<file path="src/rtl/path_rei_pkg.sv">
`timescale 1ns/1ps
package path_rei_pkg;
  localparam int FIELD_W  = 4;
  localparam int MAX_ERR  = 8;
  localparam int N_STS    = 7;
  localparam int REI_BIT  = 6;
  localparam int ADDR_W   = 3;
  localparam int A_STS    = 0;
  localparam int A_CNT0   = 1;
endpackage

</file>
<file path="src/rtl/rei_decode.sv">
`timescale 1ns/1ps
module rei_decode
  import path_rei_pkg::*;
(
  input  logic               stb_i,
  input  logic [7:0]         byte_i,
  output logic [FIELD_W-1:0] val_o,
  output logic               evt_o
);
  logic [FIELD_W-1:0] field;
  assign field = byte_i[7:8-FIELD_W];
  // codes above MAX_ERR are treated as zero errors
  assign val_o = (stb_i && field <= FIELD_W'(MAX_ERR)) ? field : '0;
  assign evt_o = |val_o;
endmodule

</file>
<file path="src/rtl/rei_counter.sv">
`timescale 1ns/1ps
module rei_counter
  import path_rei_pkg::*;
#(
  parameter int CNT_W = 32
) (
  input  logic               clk_i,
  input  logic               rst_ni,
  input  logic [FIELD_W-1:0] inc_i,
  input  logic               clr_i,
  output logic [CNT_W-1:0]   cnt_o
);
  logic [CNT_W-1:0] cnt_q, base;
  logic [CNT_W:0]   sum;

  assign base = clr_i ? '0 : cnt_q;
  assign sum  = {1'b0, base} + (CNT_W+1)'(inc_i);

  always_ff @(posedge clk_i or negedge rst_ni)
    if (!rst_ni) cnt_q <= '0;
    else         cnt_q <= sum[CNT_W] ? '1 : sum[CNT_W-1:0];

  assign cnt_o = cnt_q;

  a_r3_no_wrap: assert property (@(posedge clk_i) disable iff (!rst_ni)
    !clr_i |=> cnt_q >= $past(cnt_q));
  a_r3_sat_hold: assert property (@(posedge clk_i) disable iff (!rst_ni)
    (cnt_q == '1 && !clr_i) |=> cnt_q == '1);
  a_r3_idle_stable: assert property (@(posedge clk_i) disable iff (!rst_ni)
    (inc_i == '0 && !clr_i) |=> $stable(cnt_q));
endmodule

</file>
<file path="src/rtl/rei_irq_status.sv">
`timescale 1ns/1ps
module rei_irq_status
  import path_rei_pkg::*;
(
  input  logic             clk_i,
  input  logic             rst_ni,
  input  logic [N_STS-1:0] set_i,
  input  logic             clr_i,
  input  logic [N_STS-1:0] en_i,
  output logic [N_STS-1:0] sts_o,
  output logic             int_no
);
  logic [N_STS-1:0] sts_q;

  // set wins over clear-on-read
  always_ff @(posedge clk_i or negedge rst_ni)
    if (!rst_ni) sts_q <= '0;
    else         sts_q <= (clr_i ? '0 : sts_q) | set_i;

  assign sts_o  = sts_q;
  assign int_no = ~|(sts_q & en_i);

  a_r5_set_kept: assert property (@(posedge clk_i) disable iff (!rst_ni)
    (|set_i) |=> ((sts_q & $past(set_i)) == $past(set_i)));
  a_r5_clear: assert property (@(posedge clk_i) disable iff (!rst_ni)
    (clr_i && set_i == '0) |=> sts_q == '0);
endmodule

</file>
<file path="src/rtl/path_rei_monitor.sv">
`timescale 1ns/1ps
module path_rei_monitor
  import path_rei_pkg::*;
#(
  parameter int CNT_W = 32
) (
  input  logic              clk_i,
  input  logic              rst_ni,
  input  logic              g1_stb_i,
  input  logic [7:0]        g1_byte_i,
  input  logic [5:0]        path_evt_i,
  input  logic              rd_en_i,
  input  logic [ADDR_W-1:0] rd_addr_i,
  output logic [7:0]        rd_data_o,
  input  logic [N_STS-1:0]  int_en_i,
  output logic              int_no
);
  localparam int N_BYTES = CNT_W / 8;

  logic [FIELD_W-1:0] err_val;
  logic               err_evt;
  logic [CNT_W-1:0]   cnt, snap_q;
  logic [N_STS-1:0]   sts, sts_set;
  logic               sts_rd, cnt_rd;
  logic [7:0]         rd_nxt;
  logic [7:0]         byte_sel [N_BYTES];

  assign sts_rd  = rd_en_i && 32'(rd_addr_i) == A_STS;
  assign cnt_rd  = rd_en_i && 32'(rd_addr_i) == A_CNT0;
  assign sts_set = {err_evt, path_evt_i};

  rei_decode u_dec (
    .stb_i (g1_stb_i), .byte_i (g1_byte_i), .val_o (err_val), .evt_o (err_evt)
  );

  rei_counter #(.CNT_W(CNT_W)) u_cnt (
    .clk_i, .rst_ni, .inc_i (err_val), .clr_i (cnt_rd), .cnt_o (cnt)
  );

  rei_irq_status u_sts (
    .clk_i, .rst_ni, .set_i (sts_set), .clr_i (sts_rd), .en_i (int_en_i),
    .sts_o (sts), .int_no
  );

  always_ff @(posedge clk_i or negedge rst_ni)
    if (!rst_ni)     snap_q <= '0;
    else if (cnt_rd) snap_q <= cnt;

  for (genvar i = 0; i < N_BYTES; i++) begin : g_byte
    if (i == 0) begin : g_live
      assign byte_sel[i] = cnt[7:0];
    end else begin : g_snap
      assign byte_sel[i] = snap_q[8*i +: 8];
    end
  end

  always_comb begin
    rd_nxt = '0;
    if (sts_rd) rd_nxt = {1'b0, sts};
    for (int i = 0; i < N_BYTES; i++)
      if (32'(rd_addr_i) == A_CNT0 + i) rd_nxt = byte_sel[i];
  end

  always_ff @(posedge clk_i or negedge rst_ni)
    if (!rst_ni)      rd_data_o <= '0;
    else if (rd_en_i) rd_data_o <= rd_nxt;

  a_r4_bit7_zero: assert property (@(posedge clk_i) disable iff (!rst_ni)
    sts_rd |=> !rd_data_o[7]);
  a_r7_clear_keeps_inc: assert property (@(posedge clk_i) disable iff (!rst_ni)
    cnt_rd |=> cnt <= CNT_W'(MAX_ERR));
  a_r10_hold: assert property (@(posedge clk_i) disable iff (!rst_ni)
    !rd_en_i |=> $stable(rd_data_o));
  a_r2_event: assert property (@(posedge clk_i) disable iff (!rst_ni)
    (g1_stb_i && g1_byte_i[7:4] != 4'd0 && g1_byte_i[7:4] <= 4'd8) |=> sts[REI_BIT]);
endmodule

</file>
<file path="config.mk">
export PLATFORM = sky130hd
export DESIGN_NAME = path_rei_monitor
export DESIGN_NICKNAME = d
export VERILOG_FILES = /design/src/rtl/path_rei_pkg.sv /design/src/rtl/rei_decode.sv /design/src/rtl/rei_counter.sv /design/src/rtl/rei_irq_status.sv /design/src/rtl/path_rei_monitor.sv
export SDC_FILE = /design/constraint.sdc
export NUM_CORES = 1
export LEC_CHECK = 0
export BUFFER_PORTS_ARGS = -buffer_cell sky130_fd_sc_hd__buf_2
export CAP_MARGIN = 10
export CORE_ASPECT_RATIO = 1.2
export CORE_MARGIN = 2
export CORE_UTILIZATION = 52
export CTS_BUF_LIST = sky130_fd_sc_hd__clkbuf_8
export DETAILED_ROUTE_END_ITERATION = 8
export PLACE_DENSITY_LB_ADDON = 0.25
export SETUP_SLACK_MARGIN = 0.4
export SLEW_MARGIN = 10
export SYNTH_ARGS = -nofsm -noshare
export SYNTH_HDL_FRONTEND = slang
export SYNTH_HIERARCHICAL = 1
export SYNTH_SLANG_ARGS = --single-unit
</file>
<file path="constraint.sdc">
create_clock -name clk_i -period 2.9 [get_ports clk_i]
set_clock_uncertainty 0.15 [all_clocks]
set_input_delay 0.145 -clock clk_i [delete_from_list [all_inputs] [get_ports clk_i]]
set_output_delay 0.145 -clock clk_i [all_outputs]
set_load 0.01 [all_outputs]
</file>
==> flow_metrics.tcl <==
set metrics [dict create \
    worstReg2RegEnd "u_cnt/cnt_o[15]" \
    rows 33 \
    dpl.hpwl_mm 5.543 \
    end_kind "flip-flop" \
    drt_wl_total_mm 8.302 \
    die_y_um 97.09 \
    vias 2734 \
    utilization 0.6500 \
    nets 427 \
    period_share 0.8464 \
    first_pass_iters 4 \
    drc 0 \
    grt-ovfl-total 0 \
    route.antenna.remaining_nets 0 \
    grtUsageTotal 0.2184 \
    cts.path.max_buffers 2 \
    drtIter0Drc 162 \
    final_common_cell "dfrtp_1" \
    synth_edf_count 0 \
    path_cells "buf_2 -> nand2b_4 -> nor3b_4 -> buf_4 -> nor2b_2 -> ha_4 -> fa_2 -> a21o_1 -> a21oi_4 -> nor4_4 -> buf_6 -> nand3b_4 -> clkbuf_16 -> o21ai_2" \
    fmax_ghz 0.4074 \
    slew_headroom 0.6819 \
    tightest_slew_ns 0.4732 \
    hold_violations 0 \
    cts_tree "yes" \
    hp-class "input port to asynchronous set/reset pin" \
    clk_pin_slew_worst_paths_ns 0.07 \
    syn_area_um2 3755 \
    wl_per_cell_um 17.08 \
    fin_crit_ns 2.454 \
    cts_sinks 71 \
    whs_ns 0.01294 \
    peakVddDrop_mv 0.4412 \
    p_per_area_nw_per_um2 523.5 \
    worstPathRequired_ns 2.98 \
    h-tree-depth 3 \
    cts_buffers 9 \
    yosysWarnings 6 \
    synth_top_flop_cell "dfrtp_1" \
    r2r_cells 10 \
    crit_type "input port to flip-flop" \
    setup-violations-final 0 \
    grt_pass1_vias 2791 \
    gp_congestion 0.7604 \
    ios 37 \
    ys_types 52 \
    ys_seq_area_frac 0.4732 \
    start_util 0.5445 \
    dieArea_um2 7919 \
    arrival_ns 2.53 \
    cp_slowest_cell "nor3b_4" \
    r2r_setup_slack_ns 0.50 \
    drive_above_1_share 0.3258 \
    async_flop_share 1.000 \
    clk_latency_ns 0.35 \
    netlist_instances 341 \
    grt_max_degree 36 \
    final_max_slew_viol_count 0 \
    p_leak_nw 2.141 \
    cp-start-kind "input port" \
    cts_root_buffer "clkbuf_8" \
    port_buffers 32 \
    layout_common_cells "71 x dfrtp_1, 32 x buf_2, 31 x nand2_1" \
    die_w_um 81.57 \
    antenna_found_initial 0 \
    avgSynthCellArea_um2 11.01 \
    critical_path_peak_fanout 7 \
    vias_per_cell 5.626 \
    grt_pass1_wl_mm 13.21 \
    synthToLayoutAreaGrowth_pct 19.36 \
    synth_fp_nets 374 \
    r2r_start "u_cnt/cnt_o[0]" \
    rsz0062_at_grt "true" \
    core_area_um2 6895 \
    yosys_register_bits 71 \
    drv_cap 0 \
    num_antenna_cells 0 \
    critPathMaxStageDelay_ns 0.34 \
    fin_setup_tns_ns 0 \
    status "finished clean" \
]
synth_stat cells, types with 5 or more instances:
master,number,area share
o21ai_2,13,0.030
dfrtp_1,71,0.47
xnor2_1,15,0.035
nand3_1,5,0.0067
a31oi_1,9,0.015
clkbuf_1,9,0.0090
mux2_2,27,0.081
a21oi_1,10,0.013
and3_1,6,0.010
nor2b_1,7,0.012
a21o_1,9,0.018
mux2_1,9,0.027
buf_6,5,0.015
nor2_1,17,0.017
o21ai_0,14,0.019
nand2b_1,14,0.023
xor2_1,10,0.023
nand4_1,5,0.0083
nand2_1,31,0.031
final cells by class:
class                   instances  area [um2]
fillers                       545        2414
multi-input cells             250        1911
flip-flops and latches         71        1777
repair buffers                 61       459.2
clock buffers                  10       137.6
well taps                      87       108.9
clock inverters                 6       85.08
inverters                       1       3.754
through the flow:
stage               power, mW  setup WS [ns]  std cells  instance area, um2
floorplan               1.332       -0.03677        341                3805
global placement        1.436         0.1254        452                4043
detailed placement      1.448         0.1171        452                4043
CTS                     2.334         0.4075        475                4335
global route            2.457         0.3813        486                4482
finish                  2.346         0.4455        486                4482
report_power, final:
| group | internal (mW) | total [mW] | leakage [nW] | switching [mW] |
|---|---|---|---|---|
| Sequential | 1.05 | 1.10 | 0.934 | 0.0519 |
| Combinational | 0.180 | 0.370 | 1.09 | 0.190 |
| Clock | 0.504 | 0.876 | 0.114 | 0.372 |
| Total | 1.73 | 2.35 | 2.14 | 0.613 |
sequential cells by signal (all words and copies together), names as in the netlist:
signal       cells
snap_q          24
u_cnt/cnt_o     32
u_sts/sts_o      7
rd_data_o        8
worst max path at each step:
stage	startpoint	to	slack, ns	cells after the start
detailed placement	rd_addr_i[2]	u_cnt/cnt_o[31]	0.12	11
CTS	u_cnt/cnt_o[0]	u_cnt/cnt_o[28]	0.41	8
floorplan	rd_addr_i[2]	u_cnt/cnt_o[16]	-0.04	15
global placement	rd_addr_i[2]	u_cnt/cnt_o[28]	0.13	10
finish	rd_addr_i[2]	u_cnt/cnt_o[15]	0.45	14
global route	u_cnt/cnt_o[3]	u_cnt/cnt_o[23]	0.38	8
what timing repair did:
action,4_1_cts,5_1_grt
setup endpoints to repair,0,31
endpoints found under the hold margin,77,0
hold buffers,7,0
buffers inserted,0,9
gates resized for setup,0,5
layer usage:
metal	track usage	vias up	routed length [um]
met1	0.2847	1321	3632
met2	0.3430	79	4027
met3	0.04368	21	343
met5	0	-	0
li1	-	1313	-
met4	0.1077	0	299
kinds of logic (layout without fill, tap and decap cells):
kind of cell	count (synthesis)	after routing	share of synthesized area
AO/OA/AOI/OAI	67	67	0.1206
XOR/XNOR	25	25	0.05831
adder cells (fa/ha/maj)	5	5	0.01866
buffers and inverters	20	78	0.03132
flip-flops	71	71	0.4732
multiplexers	41	41	0.1226
AND/OR/NAND/NOR	112	112	0.1753
worst max-delay path, delay by kind of cell:
kind / cells / cell delay, ns
simple gates: 5 / 0.76
buf+inv: 4 / 0.63
compound gates: 3 / 0.49
fa+ha+maj: 2 / 0.51
Power figures use the tool's default switching activity.
